===== src/rtl/fb_spi_pkg.sv =====
package fb_spi_pkg;

  // Command field width and command codes
  localparam int OPC_W = 8;
  localparam logic [OPC_W-1:0] CMD_IDLE   = 8'h00;
  localparam logic [OPC_W-1:0] CMD_STAT_W = 8'h01;
  localparam logic [OPC_W-1:0] CMD_WRITE  = 8'h02;
  localparam logic [OPC_W-1:0] CMD_READ   = 8'h03;
  localparam logic [OPC_W-1:0] CMD_STAT_R = 8'h05;

  // Transaction phases
  typedef enum logic [2:0] {
    PH_CMD,
    PH_ADDR,
    PH_WDATA,
    PH_RDATA,
    PH_DRAIN
  } phase_t;

endpackage


===== src/rtl/fb_spi_sync.sv =====
// Brings the serial lines into the system clock domain and finds clock edges.
module fb_spi_sync #(
  parameter int STAGES = 2
) (
  input  logic clk,
  input  logic rst,
  input  logic sck_in,
  input  logic mosi_in,
  input  logic csn_in,
  output logic sck_rise,
  output logic sck_fall,
  output logic mosi_s,
  output logic cs_act
);

  localparam int TOP = STAGES - 1;

  logic [STAGES-1:0] sck_q;
  logic [STAGES-1:0] mosi_q;
  logic [STAGES-1:0] csn_q;
  logic              sck_d;

  always_ff @(posedge clk) begin
    if (rst) begin
      sck_q  <= '0;
      mosi_q <= '0;
      csn_q  <= '1;
      sck_d  <= 1'b0;
    end else begin
      sck_q  <= {sck_q[TOP-1:0], sck_in};
      mosi_q <= {mosi_q[TOP-1:0], mosi_in};
      csn_q  <= {csn_q[TOP-1:0], csn_in};
      sck_d  <= sck_q[TOP];
    end
  end

  assign cs_act   = ~csn_q[TOP];
  assign sck_rise = cs_act &  sck_q[TOP] & ~sck_d;
  assign sck_fall = cs_act & ~sck_q[TOP] &  sck_d;
  assign mosi_s   = mosi_q[TOP];

endmodule


===== src/rtl/fb_spi_ctrl.sv =====
// Command decode, address capture, channel pointer and memory request issue.
module fb_spi_ctrl
  import fb_spi_pkg::*;
#(
  parameter int ADDR_BITS = 16,
  parameter int CH_W      = 9,
  parameter int DW        = 8
) (
  input  logic            clk,
  input  logic            rst,
  input  logic            cs_act,
  input  logic            sck_rise,
  input  logic            mosi_s,
  input  logic            fetch,
  output logic            rd_active,
  output logic            in_drain,
  output logic [CH_W-1:0] mem_addr,
  output logic [DW-1:0]   mem_wdata,
  output logic            mem_we,
  output logic            mem_re
);

  localparam int CNT_W = $clog2(ADDR_BITS + 1);
  localparam logic [CNT_W-1:0] LAST_CMD  = CNT_W'(OPC_W - 1);
  localparam logic [CNT_W-1:0] LAST_ADDR = CNT_W'(ADDR_BITS - 1);
  localparam logic [CNT_W-1:0] LAST_DATA = CNT_W'(DW - 1);

  phase_t                 ph;
  logic [CNT_W-1:0]       cnt;
  logic [ADDR_BITS-1:0]   sh;
  logic [ADDR_BITS-1:0]   sh_next;
  logic [CH_W-1:0]        ptr;
  logic [CH_W-1:0]        start_ch;
  logic                   is_read;

  assign sh_next  = {sh[ADDR_BITS-2:0], mosi_s};
  assign start_ch = sh_next[CH_W-1:0];

  always_ff @(posedge clk) begin
    if (rst) begin
      ph        <= PH_CMD;
      cnt       <= '0;
      sh        <= '0;
      ptr       <= '0;
      is_read   <= 1'b0;
      mem_addr  <= '0;
      mem_wdata <= '0;
      mem_we    <= 1'b0;
      mem_re    <= 1'b0;
    end else begin
      mem_we <= 1'b0;
      mem_re <= 1'b0;
      if (!cs_act) begin
        ph  <= PH_CMD;
        cnt <= '0;
      end else begin
        if (fetch) begin
          mem_re   <= 1'b1;
          mem_addr <= ptr;
          ptr      <= ptr + 1'b1;
        end
        if (sck_rise) begin
          sh  <= sh_next;
          cnt <= cnt + 1'b1;
          case (ph)
            PH_CMD: begin
              if (cnt == LAST_CMD) begin
                cnt <= '0;
                case (sh_next[OPC_W-1:0])
                  CMD_WRITE: begin
                    ph      <= PH_ADDR;
                    is_read <= 1'b0;
                  end
                  CMD_READ: begin
                    ph      <= PH_ADDR;
                    is_read <= 1'b1;
                  end
                  default: ph <= PH_DRAIN;
                endcase
              end
            end
            PH_ADDR: begin
              if (cnt == LAST_ADDR) begin
                cnt <= '0;
                if (is_read) begin
                  ph       <= PH_RDATA;
                  mem_re   <= 1'b1;
                  mem_addr <= start_ch;
                  ptr      <= start_ch + 1'b1;
                end else begin
                  ph  <= PH_WDATA;
                  ptr <= start_ch;
                end
              end
            end
            PH_WDATA: begin
              if (cnt == LAST_DATA) begin
                cnt       <= '0;
                mem_we    <= 1'b1;
                mem_addr  <= ptr;
                mem_wdata <= sh_next[DW-1:0];
                ptr       <= ptr + 1'b1;
              end
            end
            default: cnt <= '0;
          endcase
        end
      end
    end
  end

  assign rd_active = cs_act && (ph == PH_RDATA);
  assign in_drain  = (ph == PH_DRAIN);

endmodule


===== src/rtl/fb_spi_tx.sv =====
// Read data path: one prefetched byte plus the byte being shifted out.
module fb_spi_tx #(
  parameter int DW = 8
) (
  input  logic          clk,
  input  logic          rst,
  input  logic          active,
  input  logic          sck_fall,
  input  logic          mem_re,
  input  logic [DW-1:0] mem_rdata,
  output logic          fetch,
  output logic          miso
);

  localparam int BIT_W = $clog2(DW);
  localparam logic [BIT_W-1:0] LAST_BIT = BIT_W'(DW - 1);

  logic             cap;
  logic [DW-1:0]    pre;
  logic [DW-1:0]    shreg;
  logic [BIT_W-1:0] ocnt;

  // A new byte starts at the falling edge where the bit index is zero
  assign fetch = active && sck_fall && (ocnt == '0);

  always_ff @(posedge clk) begin
    if (rst) begin
      cap   <= 1'b0;
      pre   <= '0;
      shreg <= '0;
      ocnt  <= '0;
      miso  <= 1'b0;
    end else begin
      cap <= mem_re;
      if (cap) begin
        pre <= mem_rdata;
      end
      if (!active) begin
        miso <= 1'b0;
        ocnt <= '0;
      end else if (sck_fall) begin
        if (ocnt == '0) begin
          miso  <= pre[DW-1];
          shreg <= {pre[DW-2:0], 1'b0};
        end else begin
          miso  <= shreg[DW-1];
          shreg <= {shreg[DW-2:0], 1'b0};
        end
        ocnt <= (ocnt == LAST_BIT) ? '0 : ocnt + 1'b1;
      end
    end
  end

endmodule


===== src/rtl/fb_spi_port.sv =====
module fb_spi_port #(
  parameter int ADDR_BITS = 16,
  parameter int CH_W      = 9,
  parameter int DW        = 8,
  parameter int STAGES    = 2
) (
  input  logic            clk,
  input  logic            rst,
  input  logic            spi_sck,
  input  logic            spi_mosi,
  input  logic            spi_cs_n,
  output logic            spi_miso,
  output logic [CH_W-1:0] mem_addr,
  output logic [DW-1:0]   mem_wdata,
  output logic            mem_we,
  output logic            mem_re,
  input  logic [DW-1:0]   mem_rdata
);

  logic sck_rise;
  logic sck_fall;
  logic mosi_s;
  logic cs_act;
  logic fetch;
  logic rd_active;
  logic in_drain;

  fb_spi_sync #(.STAGES(STAGES)) u_sync (
    .clk      (clk),
    .rst      (rst),
    .sck_in   (spi_sck),
    .mosi_in  (spi_mosi),
    .csn_in   (spi_cs_n),
    .sck_rise (sck_rise),
    .sck_fall (sck_fall),
    .mosi_s   (mosi_s),
    .cs_act   (cs_act)
  );

  fb_spi_ctrl #(.ADDR_BITS(ADDR_BITS), .CH_W(CH_W), .DW(DW)) u_ctrl (
    .clk       (clk),
    .rst       (rst),
    .cs_act    (cs_act),
    .sck_rise  (sck_rise),
    .mosi_s    (mosi_s),
    .fetch     (fetch),
    .rd_active (rd_active),
    .in_drain  (in_drain),
    .mem_addr  (mem_addr),
    .mem_wdata (mem_wdata),
    .mem_we    (mem_we),
    .mem_re    (mem_re)
  );

  fb_spi_tx #(.DW(DW)) u_tx (
    .clk       (clk),
    .rst       (rst),
    .active    (rd_active),
    .sck_fall  (sck_fall),
    .mem_re    (mem_re),
    .mem_rdata (mem_rdata),
    .fetch     (fetch),
    .miso      (spi_miso)
  );

endmodule


===== config.mk =====
export PLATFORM = sky130hd
export DESIGN_NAME = fb_spi_port
export DESIGN_NICKNAME = d
export VERILOG_FILES = /design/src/rtl/fb_spi_pkg.sv /design/src/rtl/fb_spi_sync.sv /design/src/rtl/fb_spi_ctrl.sv /design/src/rtl/fb_spi_tx.sv /design/src/rtl/fb_spi_port.sv
export SDC_FILE = /design/constraint.sdc
export NUM_CORES = 1
export LEC_CHECK = 0
export ABC_AREA = 1
export ABC_CLOCK_PERIOD_IN_PS = 2400
export BUFFER_PORTS_ARGS = -buffer_cell sky130_fd_sc_hd__buf_2
export CAP_MARGIN = 20
export CORE_MARGIN = 2
export CORE_UTILIZATION = 30
export CTS_BUF_LIST = sky130_fd_sc_hd__clkbuf_4
export CTS_CLUSTER_DIAMETER = 30
export DETAILED_ROUTE_END_ITERATION = 7
export PLACE_DENSITY = 0.5
export SYNTH_ARGS = -nofsm -noshare
export SYNTH_HDL_FRONTEND = slang
export SYNTH_SLANG_ARGS = --single-unit

===== constraint.sdc =====
create_clock -name clk -period 2.4 [get_ports clk]
set_input_delay 0.36 -clock clk [delete_from_list [all_inputs] [get_ports clk]]
set_output_delay 0.36 -clock clk [all_outputs]
set_load 0.01 [all_outputs]

==> results.sh, run 1 <==
export IMPL_ys_top_cells_by_count="167 x nand2_1, 72 x dfxtp_1, 63 x a21oi_1"
export IMPL_skew_ps=16.25
export IMPL_rows=42
export IMPL_drv_cap=0
export IMPL_postSynthCellCount=618
export IMPL_cts_root_buf="clkbuf_4"
export IMPL_timing_hold_ws_ps=76.06
export IMPL_clockBufferDepth=2
export IMPL_power_frac_comb=0.032
export IMPL_grt_overflow=0
export IMPL_worstMarginPinSlew_ps=632.2
export IMPL_holdCritPathClass="input pin to flop"
export IMPL_clkSinkCount=72
export IMPL_p_leak_uw=0.002002
export IMPL_drive_above_1_share=0.1235
export IMPL_fin_crit_ps=2186
export IMPL_preCtsSetupSlack_ps=214.3
export IMPL_place_congestion=0.8966
export IMPL_antennaDiodeCount=0
export IMPL_synth_top_area_frac=0.3554
export IMPL_crit_family="simple AND/OR/NAND/NOR gates"
export IMPL_ant_nets=0
export IMPL_max_stage_delay_ps=400
export IMPL_rsz0062_at_grt="false"
export IMPL_outcome="finished, final reports clean"
export IMPL_track_usage=0.1688
export IMPL_synth_most_common_cell="nand2_1"
export IMPL_syn_nets=640
export IMPL_first_pass_iters=6
export IMPL_viasPerCell=4.874
export IMPL_die_h_um=120.3
export IMPL_grt_antenna_before_repair=0
export IMPL_critPathLaunchType="flop"
export IMPL_dr_total_vias=4055
export IMPL_grt_pass1_wl_mm=19.19
export IMPL_synth_top_area_cell="dfxtp_1"
export IMPL_critical_path_class="flop to flop"
export IMPL_timing_final_crit_share=0.9108
export IMPL_slew_headroom=0.5785
export IMPL_dieArea_mm2=0.01446
export IMPL_drtIter0Drc=267
export IMPL_setup_tns_ps=0
export IMPL_final_cell_area_mm2=0.004568
export IMPL_grt_pass1_vias=3876
export IMPL_fmax_mhz=457.5
export IMPL_clockPowerShare=0.385
export IMPL_route_final_wire_length_mm=11.66
export IMPL_synth_yosys_seq_area_share=0.3554
export IMPL_endpoint_kind="flop"
export IMPL_setup_viol=0
export IMPL_die_w_um=120.3
export IMPL_hold_viol_final=0
export IMPL_p_seq_frac=0.582
export IMPL_final_nets=673
export IMPL_power_switching_uw=541.3
export IMPL_avgSynthCellArea_um2=6.562
export IMPL_crit_chain="ha_1, nand2_1, inv_1, nand2_1, inv_1, ha_1, nand2_1, inv_1, nor2_1, o21a_1, o21ai_0, a21oi_1"
export IMPL_cp_slowest_cell="dfxtp_1"
export IMPL_setup_slack_ps=214.1
export IMPL_clkLatencyLatePin_ps=470
export IMPL_worst_path_max_fanout=8
export IMPL_clkTransAtPathRegs_ps=130
export IMPL_p_per_area_mw_per_mm2=456.1
export IMPL_synth_distinct_cells=39
export IMPL_portBuffers=32
export IMPL_syn_area_mm2=0.004055
export IMPL_final_max_slew_violation_count=0
export IMPL_required_ps=2740
export IMPL_async_reset_ff_frac=0
export IMPL_route_detailed_drc=0
export IMPL_wire_per_inst_um=14.01
export IMPL_ys_ff_latch=72
export IMPL_dpl_instance_area_mm2=0.004424
export IMPL_area_delta_synth_final_pct=12.65
export IMPL_sw_frac_of_total=0.2598
export IMPL_h_tree_depth=3
export IMPL_worst_path_buf_inv=3
export IMPL_core_mm2=0.01324
export IMPL_place_hpwl_mm=8.312
export IMPL_intPower_uw=1542
export IMPL_cts_tree="built"
export IMPL_ios=33
export IMPL_synth_edf_count=0
export IMPL_yosysWarnings=0
export IMPL_num_fill_cells=1486
export IMPL_initial_core_util=0.3062
export IMPL_cts_buffers=9
export IMPL_grt_max_degree=34
export IMPL_synth_top_flop_cell="dfxtp_1"
export IMPL_ir_worst_vdd_mv=0.2711
export IMPL_cp_arrival_ps=2530
export IMPL_cts_hold_fix_buffers=0
export IMPL_synth_area_leaders="dfxtp_1 36%, nand2_1 15%, a21oi_1 7.8%"
repair_timing:
item,CTS,global route
gates resized for setup,0,2
endpoints found under the setup margin,0,3
buffers inserted,0,0
per-layer routing:
layer,track usage,share of wire,vias to the layer above
li1,-,-,2085
met1,0.2114,0.46,1858
met2,0.2827,0.48,98
met3,0.04575,0.051,14
met4,0.05233,0.016,0
met5,0,0,-
power by group through the flow:
stage,Combinational (µW),Clock (µW),Sequential [µW]
after floorplan,38.9,0,1240
after global placement,67.3,0,1240
after detailed placement,68.3,0,1240
after CTS,68.2,843,1210
after global routing,76.7,882,1220
final,67.3,803,1210
path summary, 6_finish.rpt:
kind                              to  cells past startpoint            start  slack (ps)
setup / recovery  u_ctrl.mem_addr[0]                     12    u_ctrl.cnt[0]         210
hold reg to reg      u_sync.sck_q[1]                      2  u_sync.sck_q[0]         410
setup reg to reg  u_ctrl.mem_addr[0]                     12    u_ctrl.cnt[0]         210
hold / removal       u_sync.csn_q[0]                      2         spi_cs_n          80
registers in the layout, summed over array words and instances, names as in the netlist:
register and count:
u_ctrl.cnt 5, u_ctrl.is_read 1, u_ctrl.mem_addr 9, u_ctrl.mem_re 1, u_ctrl.mem_wdata 8, u_ctrl.mem_we 1, u_ctrl.ph 3, u_ctrl.ptr 9
u_ctrl.sh 8, u_sync.csn_q 2, u_sync.mosi_q 2, u_sync.sck_d 1, u_sync.sck_q 2, u_tx.cap 1, u_tx.miso 1, u_tx.ocnt 3
u_tx.pre 8, u_tx.shreg 7
cells in the final DEF, fill, tap and decap left out, drive strengths merged:
cell type | synthesis | layout
nor2 | 64 | 64
a211oi | 2 | 2
xnor2 | 1 | 1
o21a | 1 | 1
o21ai | 67 | 67
nand3b | 1 | 1
a31oi | 7 | 7
xor2 | 4 | 4
o211ai | 7 | 7
o21bai | 8 | 8
nand2 | 169 | 169
a21oi | 63 | 63
nor3 | 6 | 6
inv | 67 | 68
clkbuf | 10 | 9
o2111ai | 1 | 1
a22oi | 1 | 1
a21boi | 1 | 1
or2 | 3 | 3
bufinv | 0 | 1
clkinvlp | 0 | 2
nand4 | 4 | 4
buf | 12 | 44
clkinv | 0 | 3
dfxtp | 72 | 72
ha | 9 | 9
nand3 | 38 | 38
cells by family (layout without fill, tap and decap cells):
kind of cell	after synthesis	count (layout)	share of synthesized area
DFF	72	72	0.3554
xor gates and xnor gates	5	5	0.01080
adders and majority gates	9	9	0.02777
buffers and inverters	89	127	0.09164
and+or+nand+nor	285	285	0.3030
AOI/OAI and AO/OA	158	158	0.2114
through the flow:
step / cells / total power, µW / utilization
6_report: 832 / 2083 / 0.3450
5_1_grt: 832 / 2175 / 0.3450
4_1_cts: 832 / 2125 / 0.3445
3_5_place_dp: 816 / 1309 / 0.3341
3_3_place_gp: 816 / 1308 / 0.3341
2_1_floorplan: 618 / 1277 / -
final cells by class:
type	instances	area, µm²	share of cell area
clock buffer	9	67.56	0.01479
tap	176	220.2	0.04821
sequential	72	1441	0.3155
timing repair buffer	44	262.8	0.05752
inverter	67	251.5	0.05505
clock inverter	7	70.07	0.01534
multi-input combinational	457	2255	0.4936
No activity file was read; power rests on OpenSTA's default activity.
==> inputs of run 2 (changes only) <==
Settings changed: CAP_MARGIN 20 to not set, REMOVE_ABC_BUFFERS set to 1.
==> run 2 against run 1 <==
Critical path type unchanged. Total power up 3.8%. Largest power group unchanged. Utilization about the same. Highest routed layer unchanged. Count of clock-buffer cells in the layout up 1. Combinational power about the same.
==> results.sh, run 2 (synthesized netlist as in run 1, its figures left out) <==
export IMPL_setup_viol=0
export IMPL_clkLatencyLatePin_ps=450
export IMPL_sw_frac_of_total=0.2346
export IMPL_mostFrequentLayoutCells="167 x nand2_1, 72 x dfxtp_1, 63 x a21oi_1, 60 x nor2_1, 58 x inv_1"
export IMPL_reg2reg_from="u_ctrl.cnt[0]"
export IMPL_endpoint_kind="flop"
export IMPL_p_seq_frac=0.561
export IMPL_critPathLaunchType="flop"
export IMPL_initial_core_util=0.3062
export IMPL_cts_hold_fix_buffers=0
export IMPL_final_common_cell="nand2_1"
export IMPL_worstMarginPinSlew_ps=468.6
export IMPL_skew_ps=20.05
export IMPL_hold_viol_final=0
export IMPL_critical_path_class="flop to flop"
export IMPL_route_detailed_drc=0
export IMPL_cp_startpoint="u_ctrl.cnt[0]"
export IMPL_core_mm2=0.01324
export IMPL_preCtsSetupSlack_ps=250.2
export IMPL_fmax_mhz=458.9
export IMPL_grt_antenna_before_repair=1
export IMPL_worst_path_max_fanout=8
export IMPL_h_tree_depth=3
export IMPL_final_nets=673
export IMPL_place_hpwl_mm=8.255
export IMPL_slew_headroom=0.6865
export IMPL_outcome="finished, final reports clean"
export IMPL_globalRouteMet1Util=0.2096
export IMPL_drtIter0Drc=315
export IMPL_clkTransAtPathRegs_ps=120
export IMPL_timing_hold_ws_ps=95.93
export IMPL_cts_root_buf="clkbuf_4"
export IMPL_drive_above_1_share=0.1235
export IMPL_path_common_cell="inv_1"
export IMPL_dpl_instance_area_mm2=0.004412
export IMPL_top_regs="u_ctrl.mem_addr x9, u_ctrl.ptr x9"
export IMPL_rows=42
export IMPL_cts_resized_gates=0
export IMPL_grt_max_degree=34
export IMPL_cp_slowest_cell="dfxtp_1"
export IMPL_power_frac_comb=0.031
export IMPL_top_usage_layer="met2"
export IMPL_setup_slack_ps=221.1
export IMPL_fin_crit_ps=2179
export IMPL_seq_area_mm2=0.001441
export IMPL_holdCritPathClass="input pin to flop"
export IMPL_ios=33
export IMPL_drv_cap=0
export IMPL_track_usage=0.1668
export IMPL_die_h_um=120.3
export IMPL_grt_pass1_vias=3872
export IMPL_rsz0062_at_grt="false"
export IMPL_p_per_area_mw_per_mm2=472.9
export IMPL_portBuffers=32
export IMPL_max_stage_delay_ps=350
export IMPL_timing_final_crit_share=0.9079
export IMPL_first_pass_iters=5
export IMPL_hp_start="spi_cs_n"
export IMPL_num_fill_cells=1486
export IMPL_final_cells=833
export IMPL_grt_pass1_wl_mm=19.06
export IMPL_multi_input_area_mm2=0.002248
export IMPL_use_met2=0.2745
export IMPL_intPower_uw=1655
export IMPL_final_max_slew_violation_count=0
export IMPL_clockPowerShare=0.408
export IMPL_ant_nets=0
export IMPL_cp_arrival_ps=2540
export IMPL_clockBufferDepth=2
export IMPL_ir_worst_vdd_mv=0.2103
export IMPL_final_cell_area_mm2=0.004573
export IMPL_required_ps=2760
export IMPL_grt_overflow=0
export IMPL_crit_chain="ha_1, nand2_1, inv_1, nand2_1, inv_1, ha_1, nor2_1, inv_1, nand2_1, inv_1, nor2_1, nor2_1, a211oi_1"
export IMPL_area_delta_synth_final_pct=12.77
export IMPL_wire_per_inst_um=13.74
export IMPL_post_cts_buffers=0
export IMPL_clkSinkCount=72
export IMPL_grt_use_met3=0.04151
export IMPL_cts_buffers=9
export IMPL_dp_cells=816
export IMPL_p_leak_uw=0.002007
export IMPL_die_w_um=120.3
export IMPL_place_congestion=0.8715
export IMPL_dieArea_mm2=0.01446
export IMPL_viasPerCell=4.934
export IMPL_dr_total_vias=4110
export IMPL_cts_tree="built"
export IMPL_fin_total_pwr_uw=2163
export IMPL_route_final_wire_length_mm=11.45
export IMPL_power_switching_uw=507.3
-- run 2: worst paths after layout --
kind | slack, ps | end | cells after the start
min | 100 | u_sync.csn_q[0] | 2
min reg2reg | 410 | u_sync.mosi_q[1] | 2
max | 220 | u_ctrl.cnt[0] | 13
max reg2reg | 220 | u_ctrl.cnt[0] | 13
-- run 2: metal layers --
metal,up-vias,share of wire,wire [µm]
met4,0,0.023,265
met1,1907,0.46,5209
met2,103,0.47,5368
li1,2085,-,-
met5,-,0,0
met3,15,0.053,603
-- run 2: critical path: cells and delay by family, from the launching register on --
family / cells / cell delay [ps]
DFF: 1 / 350
buffers and inverters: 4 / 290
and+or+nand+nor: 6 / 750
adders and majority gates: 2 / 510
AOI/OAI and AO/OA: 1 / 190
-- run 2: power groups by stage --
stage               Clock, µW  Sequential [µW]  Combinational (µW)
floorplan                   0             1240                31.3
global placement            0             1240                66.9
detailed placement          0             1240                67.6
CTS                       923             1210                67.7
global route              962             1220                75.0
finish                    883             1210                67.0
-- run 2: per-stage QoR --
step	util	TNS (ps)
after floorplan	-	-282.3
after global placement	0.3331	0
after detailed placement	0.3331	0
after CTS	0.3451	0
after global routing	0.3453	0
final	0.3453	0
-- run 2: cell type report --
cell class              count  share of cell area
flip-flops and latches     72              0.3152
clock buffers              10             0.01642
multi-input cells         457              0.4917
repair buffers             44             0.05472
well taps                 176             0.04815
diodes                      1           0.0005472
inverters                  67             0.05499
clock inverters             6             0.01833
==> inputs of run 3 (changes only) <==
Settings changed: BUFFER_PORTS_ARGS -buffer_cell sky130_fd_sc_hd__buf_2 to -buffer_cell sky130_fd_sc_hd__buf_4, CAP_MARGIN set to 25.
==> run 3 against run 2 <==
Clock power shrank 7.0%. Critical path depth did not move. Global-route usage up 0.067 points. Total power down 2.6%. Non-clock buffer count decreased by 1. Highest routed layer unchanged. Fmax up 2.0%. Die area did not move. Flip-flop and latch count unchanged. Register-to-register slack improved by 40 ps.
==> results.sh, run 3 (synthesized netlist as in run 1, its figures left out) <==
export IMPL_outcome="finished, final reports clean"
export IMPL_dp_cells=815
export IMPL_crit_chain="ha_1, nand2_1, inv_1, nand2_1, inv_1, ha_1, nor2_1, inv_1, nand2_1, inv_1, nor2_1, nor2_1, a211oi_1"
export IMPL_fmax_mhz=468.3
export IMPL_grt_pass1_wl_mm=18.99
export IMPL_regToRegSetupSlack_ps=260
export IMPL_setup_viol=0
export IMPL_die_h_um=120.3
export IMPL_grt_pass1_vias=3818
export IMPL_p_per_area_mw_per_mm2=455.1
export IMPL_mostFrequentLayoutCells="167 x nand2_1, 72 x dfxtp_1, 63 x a21oi_1, 60 x nor2_1, 58 x inv_1"
export IMPL_slew_headroom=0.6789
export IMPL_critPathLaunchType="flop"
export IMPL_drive_above_1_share=0.1237
export IMPL_rows=42
export IMPL_place_hpwl_mm=8.319
export IMPL_grt_max_degree=34
export IMPL_route_detailed_drc=0
export IMPL_worstMarginPinSlew_ps=479.9
export IMPL_grt_antenna_before_repair=1
export IMPL_timing_hold_ws_ps=67.05
export IMPL_critical_path_class="flop to flop"
export IMPL_route_final_wire_length_mm=11.56
export IMPL_skew_ps=27.77
export IMPL_grt_overflow=0
export IMPL_first_pass_iters=5
export IMPL_fin_crit_ps=2135
export IMPL_top_regs="u_ctrl.mem_addr x9, u_ctrl.ptr x9"
export IMPL_worst_path_max_fanout=8
export IMPL_clkSinkCount=72
export IMPL_die_w_um=120.3
export IMPL_rsz0062_at_grt="false"
export IMPL_cts_tree="built"
export IMPL_ir_worst_vdd_mv=0.2329
export IMPL_cp_slowest_cell="dfxtp_1"
export IMPL_ant_nets=0
export IMPL_dr_total_vias=4079
export IMPL_final_nets=672
export IMPL_max_stage_delay_ps=350
export IMPL_clockBufferDepth=2
export IMPL_final_cells=832
export IMPL_viasPerCell=4.903
export IMPL_final_common_cell="nand2_1"
export IMPL_p_leak_uw=0.002007
export IMPL_endpoint_kind="flop"
export IMPL_cts_root_buf="clkbuf_4"
export IMPL_core_mm2=0.01324
export IMPL_required_ps=2770
export IMPL_holdCritPathClass="input pin to flop"
export IMPL_cts_buffers=9
export IMPL_dieArea_mm2=0.01446
export IMPL_final_max_slew_violation_count=0
export IMPL_h_tree_depth=3
export IMPL_initial_core_util=0.3062
export IMPL_wire_per_inst_um=13.89
export IMPL_timing_final_crit_share=0.8898
export IMPL_area_delta_synth_final_pct=14.19
export IMPL_track_usage=0.1674
export IMPL_path_common_cell="inv_1"
export IMPL_portBuffers=32
export IMPL_cts_hold_fix_buffers=0
export IMPL_hold_viol_final=0
export IMPL_fin_total_pwr_uw=2107
export IMPL_ios=33
export IMPL_drtIter0Drc=292
export IMPL_clkTransAtPathRegs_ps=120
export IMPL_place_congestion=0.8580
export IMPL_clkLatencyLatePin_ps=470
export IMPL_cp_arrival_ps=2510
export IMPL_drv_cap=0
## run 3: critical path: cells and delay by family, from the launching register on
family                   cells  cell delay, ps
AND/OR/NAND/NOR              6             740
adder cells (fa/ha/maj)      2             500
flip-flops                   1             350
buffers and inverters        4             290
AO/OA/AOI/OAI                1             160
## run 3: per-stage QoR
stage	utilization	setup slack, ps	cell area [µm²]	TNS [ps]
finish	0.3497	264.5	4631	0
global route	0.3497	26.69	4631	0
CTS	0.3495	232.0	4628	0
detailed placement	0.3386	232.2	4484	0
global placement	0.3386	307.5	4484	0
floorplan	-	-170.2	3935	-282.3
## run 3: path summary, 6_finish.rpt
check | from | endpoint | cells past startpoint
worst max-delay path | u_ctrl.cnt[0] | u_ctrl.cnt[0] | 13
worst max register to register | u_ctrl.cnt[0] | u_ctrl.cnt[0] | 13
worst min-delay path | spi_cs_n | u_sync.csn_q[0] | 2
worst min register to register | u_sync.sck_q[0] | u_sync.sck_q[1] | 2
## run 3: metal layers
layer,wire (µm),share of wire,global-route usage
met3,607,0.053,0.03491
met5,0,0,0
met1,5498,0.48,0.2198
met4,176,0.015,0.05959
met2,5274,0.46,0.2724
## run 3: area by class of cell
type	count	area, µm²
fill	1463	8612
multi-input combinational	457	2248
tap	176	220.2
timing repair buffer	43	322.8
antenna	1	2.502
clock buffer	10	75.07
sequential	72	1441
clock inverter	6	68.82
inverter	67	251.5
## run 3: repair_timing
item,in CTS,in global routing
buffers inserted,0,0
gates resized for setup,0,1
setup endpoints to repair,0,1
## run 3: where the power goes
group	internal, µW	switching (µW)
combinational	28.4	44.3
clock	334	488
sequential	1200	9.06
total	1570	541
